==> src/rtl/ssr_pkg.sv <==
package ssr_pkg;
  // per-cycle strobes produced by the clock generator
  typedef struct packed {
    logic sample;   // rising edge of sclk happens at this clock edge
    logic bit_end;  // last cycle of a bit period
  } ssr_tick_t;
endpackage

==> src/rtl/ssr_clkgen.sv <==
module ssr_clkgen
  import ssr_pkg::*;
#(
  parameter int SCLK_HALF = 2
) (
  input  logic      clk,
  input  logic      rst_n,
  input  logic      start_ok,
  input  logic      cont_ok,
  output ssr_tick_t tick,
  output logic      sclk
);
  localparam int PH_W = (2 * SCLK_HALF > 2) ? $clog2(2 * SCLK_HALF) : 1;
  localparam logic [PH_W-1:0] PH_SAMPLE = PH_W'(SCLK_HALF - 1);
  localparam logic [PH_W-1:0] PH_HIGH   = PH_W'(SCLK_HALF);
  localparam logic [PH_W-1:0] PH_LAST   = PH_W'(2 * SCLK_HALF - 1);

  logic            active_q, active_d;
  logic [PH_W-1:0] ph_q, ph_d;
  logic            sclk_q, sclk_d;

  always_comb begin
    tick.sample  = active_q && (ph_q == PH_SAMPLE);
    tick.bit_end = active_q && (ph_q == PH_LAST);
    active_d     = active_q;
    ph_d         = ph_q;
    if (!active_q) begin
      active_d = start_ok;
      ph_d     = '0;
    end else if (tick.bit_end) begin
      active_d = cont_ok;
      ph_d     = '0;
    end else begin
      ph_d = ph_q + 1'b1;
    end
    sclk_d = !(active_d && (ph_d < PH_HIGH));
  end

  always_ff @(posedge clk or negedge rst_n) begin
    if (!rst_n) begin
      active_q <= 1'b0;
      ph_q     <= '0;
      sclk_q   <= 1'b1;
    end else begin
      active_q <= active_d;
      ph_q     <= ph_d;
      sclk_q   <= sclk_d;
    end
  end

  assign sclk = sclk_q;
endmodule

==> src/rtl/ssr_shifter.sv <==
module ssr_shifter
  import ssr_pkg::*;
#(
  parameter int DATA_W = 8
) (
  input  logic              clk,
  input  logic              rst_n,
  input  ssr_tick_t         tick,
  input  logic              sdi,
  input  logic              rx_en,
  output logic [DATA_W-1:0] shift_data,
  output logic              last_bit,
  output logic              frame_done
);
  localparam int CNT_W = (DATA_W > 2) ? $clog2(DATA_W) : 1;
  localparam logic [CNT_W-1:0] CNT_LAST = CNT_W'(DATA_W - 1);

  logic [CNT_W-1:0]  cnt_q, cnt_d;
  logic [DATA_W-1:0] sh_q, sh_d;

  always_comb begin
    last_bit   = (cnt_q == CNT_LAST);
    frame_done = tick.bit_end && last_bit;
    cnt_d      = cnt_q;
    sh_d       = sh_q;
    if (tick.sample) sh_d = {sh_q[DATA_W-2:0], sdi};
    if (tick.bit_end) cnt_d = (last_bit || !rx_en) ? '0 : cnt_q + 1'b1;
  end

  always_ff @(posedge clk or negedge rst_n) begin
    if (!rst_n) begin
      cnt_q <= '0;
      sh_q  <= '0;
    end else begin
      cnt_q <= cnt_d;
      sh_q  <= sh_d;
    end
  end

  assign shift_data = sh_q;
endmodule

==> src/rtl/ssr_bufctl.sv <==
module ssr_bufctl #(
  parameter int DATA_W = 8
) (
  input  logic              clk,
  input  logic              rst_n,
  input  logic              frame_done,
  input  logic [DATA_W-1:0] shift_data,
  input  logic              rd_strobe,
  output logic [DATA_W-1:0] buf_data,
  output logic              buf_full,
  output logic              stalled,
  output logic              irq
);
  logic [DATA_W-1:0] buf_q, buf_d;
  logic              full_q, full_d, stall_q, stall_d, irq_d, irq_q;
  logic              rd_eff;

  always_comb begin
    rd_eff = rd_strobe && full_q;
    buf_d  = buf_q;
    full_d = full_q;
    stall_d = stall_q;
    irq_d  = 1'b0;
    if (stall_q && rd_eff) begin
      buf_d   = shift_data;
      full_d  = 1'b1;
      stall_d = 1'b0;
      irq_d   = 1'b1;
    end else if (frame_done) begin
      if (!full_q || rd_eff) begin
        buf_d  = shift_data;
        full_d = 1'b1;
        irq_d  = 1'b1;
      end else begin
        stall_d = 1'b1;
      end
    end else if (rd_eff) begin
      full_d = 1'b0;
    end
  end

  always_ff @(posedge clk or negedge rst_n) begin
    if (!rst_n) begin
      buf_q   <= '0;
      full_q  <= 1'b0;
      stall_q <= 1'b0;
      irq_q   <= 1'b0;
    end else begin
      buf_q   <= buf_d;
      full_q  <= full_d;
      stall_q <= stall_d;
      irq_q   <= irq_d;
    end
  end

  assign buf_data = buf_q;
  assign buf_full = full_q;
  assign stalled  = stall_q;
  assign irq      = irq_q;
endmodule

==> src/rtl/ssr_rx.sv <==
module ssr_rx
  import ssr_pkg::*;
#(
  parameter int DATA_W    = 8,
  parameter int SCLK_HALF = 2
) (
  input  logic              clk,
  input  logic              rst_n,
  input  logic              rx_en,
  input  logic              dbl_buf,
  input  logic              rd_strobe,
  input  logic              sdi,
  output logic              sclk,
  output logic [DATA_W-1:0] rx_data,
  output logic              buf_full,
  output logic              rx_irq
);
  ssr_tick_t         tick;
  logic [DATA_W-1:0] shift_data;
  logic              last_bit, frame_done, stalled;
  logic              start_ok, cont_ok;

  // a new frame starts only when the buffer can eventually take it
  assign start_ok = rx_en && (dbl_buf ? !stalled : !buf_full);
  assign cont_ok  = rx_en && !last_bit;

  ssr_clkgen #(.SCLK_HALF(SCLK_HALF)) u_clkgen (
    .clk(clk), .rst_n(rst_n), .start_ok(start_ok), .cont_ok(cont_ok),
    .tick(tick), .sclk(sclk)
  );

  ssr_shifter #(.DATA_W(DATA_W)) u_shifter (
    .clk(clk), .rst_n(rst_n), .tick(tick), .sdi(sdi), .rx_en(rx_en),
    .shift_data(shift_data), .last_bit(last_bit), .frame_done(frame_done)
  );

  ssr_bufctl #(.DATA_W(DATA_W)) u_bufctl (
    .clk(clk), .rst_n(rst_n), .frame_done(frame_done), .shift_data(shift_data),
    .rd_strobe(rd_strobe), .buf_data(rx_data), .buf_full(buf_full),
    .stalled(stalled), .irq(rx_irq)
  );
endmodule

==> config.mk <==
export PLATFORM = sky130hd
export DESIGN_NAME = ssr_rx
export DESIGN_NICKNAME = d
export VERILOG_FILES = /design/src/rtl/ssr_pkg.sv /design/src/rtl/ssr_clkgen.sv /design/src/rtl/ssr_shifter.sv /design/src/rtl/ssr_bufctl.sv /design/src/rtl/ssr_rx.sv
export SDC_FILE = /design/constraint.sdc
export NUM_CORES = 1
export LEC_CHECK = 0
export BUFFER_PORTS_ARGS = -buffer_cell sky130_fd_sc_hd__buf_2
export CORE_MARGIN = 5
export CORE_UTILIZATION = 60
export CTS_CLUSTER_DIAMETER = 150
export DETAILED_ROUTE_END_ITERATION = 8
export PLACE_DENSITY = 0.91
export SLEW_MARGIN = 15
export SYNTH_ARGS = -nofsm -noshare
export SYNTH_HDL_FRONTEND = slang
export SYNTH_SLANG_ARGS = --single-unit
==> constraint.sdc <==
create_clock -name clk -period 3.5 [get_ports clk]
set_input_delay 0.525 -clock clk [delete_from_list [all_inputs] [get_ports clk]]
set_output_delay 0.525 -clock clk [all_outputs]
set_load 0.005 [all_outputs]
==> flow_summary.yaml <==
setup_path:
  startpoint_type: "register"
  reg2reg_slack_ns: 1.70
  cp_max_fo: 23
  crit_family: "flip-flops"
  worst_setup_path_end_kind: "output pin"
  worstPathCellList: "buf_2"
  worstPathArrival_ns: 1.32
  regToRegStartpoint: "u_shifter.cnt_q[0]"
  critical_path_class: "reg2out"
  regToRegEndpoint: "u_bufctl.buf_data[2]"
  worstPathRequired_ns: 2.97
  worst-path-buf-inv: 1
  critPathMaxStageDelay_ns: 0.78
  slowest_stage: "dfrtp_1"
  r2r_cells: 5
global_routing:
  grt_max_degree: 27
  gr-usage-all-layers_pct: 17.22
  grt_pass1_wl_mm: 4.540
  antenna_found_initial: 0
  globalRouteOverflowTotal: 0
  grt_pass1_vias: 999
flow_run:
  drv_cap: 0
drt:
  antenna_left: 0
  firstDrtPassIters: 4
  drc: 0
  routed_via_density: 6.226
  drt_iter0_drc: 29
  wirelength_mm: 2.656
  wire_per_inst_um: 16.70
  vias: 990
place:
  hpwlAfterDp_mm: 1.852
  port_buffers: 16
  dp.cells: 155
  gp_congestion: 0.7835
clock_network:
  clk_pin_slew_ns: 0.14
  clk_latency_ns: 0.32
  cts_resized: 0
  post_cts_buffers: 0
  cts_htree_levels: 1
  cts-root-buf: "clkbuf_4"
  cts.path.max_buffers: 2
  tritoncts: "done"
  cts_buffers: 3
  cts.sink_count: 26
  cts_hold_buf: 0
synth:
  synth_commonest_cells: "dfrtp_1 (25), a32oi_1 (9), mux2_2 (9), mux2i_1 (9), o21ai_0 (9)"
  yosysTopAreaCell: "dfrtp_1"
  syn_inst: 119
  yosysMostFrequentCell: "dfrtp_1"
  synth_top_area_share_pct: 46.00
  synth_fp_nets: 129
  ys_seq_area_share_pct: 47.93
  synth-warning-count: 0
  synthArstFlopShare_pct: 100.0
  synth-edff-count: 0
  synth-seq-cells: 26
  ys.flop_type: "dfrtp_1"
  yosysUniqueCellTypes: 28
  avgSynthCellArea_um2: 11.43
  synth_area_leaders: "dfrtp_1 (46%), mux2_2 (7.5%), mux2i_1 (6.6%)"
  synthesis.area_um2: 1360
timing:
  setup_viol: 0
  slew_headroom_pct: 57.05
  finalCritPeriodShare_pct: 52.84
  report.final.slew_viol_count: 0
  max_freq_mhz: 540.7
  worst_pin_slew_ns: 0.6443
  tns_ns: 0
  finClkSkew_ns: 0.006306
  hold_viol: 0
  rsz0062_at_grt: "no"
  period_minus_slack_ns: 1.849
finish:
  drive_gt1_share_pct: 22.90
  fillCellCount: 163
  final_cells: 159
  fin_nets: 142
  antenna_cells: 0
  syn_to_final_growth_pct: 6.440
floorplanning:
  start_util_pct: 62.08
  rows: 17
  fp.coreArea_um2: 2191
  io_pins: 17
  die_area_um2: 3319
  die_y_um: 57.61
  die_w_um: 57.61
power_and_ir_drop:
  ir_worst_vdd_v: 0.0003779
  totalPowerFinal_uw: 826.8
  powerDensity_nw_per_um2: 571.1
  p_leak_uw: 0.0006807
min_path:
  hold_class: "in2async"
status:
  status: "finished, final reports clean"
[kinds of logic (layout without fill, tap and decap cells)]
kind of cell / count (synthesis) / after routing / synth area share, %
AO/OA/AOI/OAI: 32 / 32 / 17.02
buffers and inverters: 11 / 23 / 4.783
AND/OR/NAND/NOR: 28 / 28 / 12.51
multiplexers: 18 / 18 / 14.08
flip-flops: 26 / 26 / 47.93
adder cells (fa/ha/maj): 4 / 4 / 3.680
[placed cells by master, fill, tap and decap left out, types with 4 or more instances in the layout]
cell type	Yosys	layout
a32oi_1	9	9
buf_2	0	16
nor2b_1	8	8
mux2i_1	9	9
dfrtp_1	25	25
and3_1	8	8
mux2_2	9	9
o211ai_1	8	8
o21ai_0	9	9
ha_1	4	4
nand2_1	5	5
[through the flow]
stage | instance area [um^2] | util [%] | setup WS (ns) | hold slack, ns
final | 1448 | 66.08 | 1.651 | 0.1720
after global routing | 1448 | 66.08 | 1.520 | 0.2145
after CTS | 1448 | 66.08 | 1.668 | 0.1886
after detailed placement | 1421 | 64.88 | 1.734 | 0.4801
after global placement | 1421 | 64.88 | 1.903 | 0.4565
after floorplan | 1360 | - | 2.034 | 0.2294
[registers in the layout, indices dropped and copies added, names as in the netlist]
name	flops
u_shifter.shift_data	8
u_bufctl.buf_data	8
u_clkgen.sclk	1
u_bufctl.buf_full	1
u_clkgen.ph_q	2
u_clkgen.active_q	1
u_bufctl.stalled	1
u_shifter.cnt_q	3
u_bufctl.irq	1
[layer usage]
layer	wire (um)	track usage, %
met3	106	3.118
met1	1238	23.47
met2	1282	26.45
met4	28	8.278
met5	0	0
[how the worst max path moves through the flow]
stage                                   from                   end  cells past startpoint
final                      u_bufctl.buf_full              buf_full                      1
after global routing      u_shifter.cnt_q[0]  u_bufctl.buf_data[2]                      5
after CTS                  u_bufctl.buf_full              buf_full                      1
after detailed placement  u_shifter.cnt_q[0]  u_bufctl.buf_data[2]                      5
after global placement    u_shifter.cnt_q[0]  u_bufctl.buf_data[7]                      5
after floorplan           u_shifter.cnt_q[0]  u_bufctl.buf_data[7]                      6
[power breakdown]
part           total (uW)  switching, uW  internal [uW]
Sequential            482           94.6            388
Combinational         213           89.9            123
Clock                 132           87.0           44.6
[area by class of cell]
cell class | instances | area, um^2 | share of cell area [%]
inverters | 3 | 11.26 | 0.7779
clock buffers | 4 | 26.28 | 1.815
multi-input cells | 82 | 643.1 | 44.43
repair buffers | 16 | 80.08 | 5.532
well taps | 28 | 35.03 | 2.420
flip-flops and latches | 26 | 651.9 | 45.03
No activity file was read; power rests on OpenSTA's default activity.
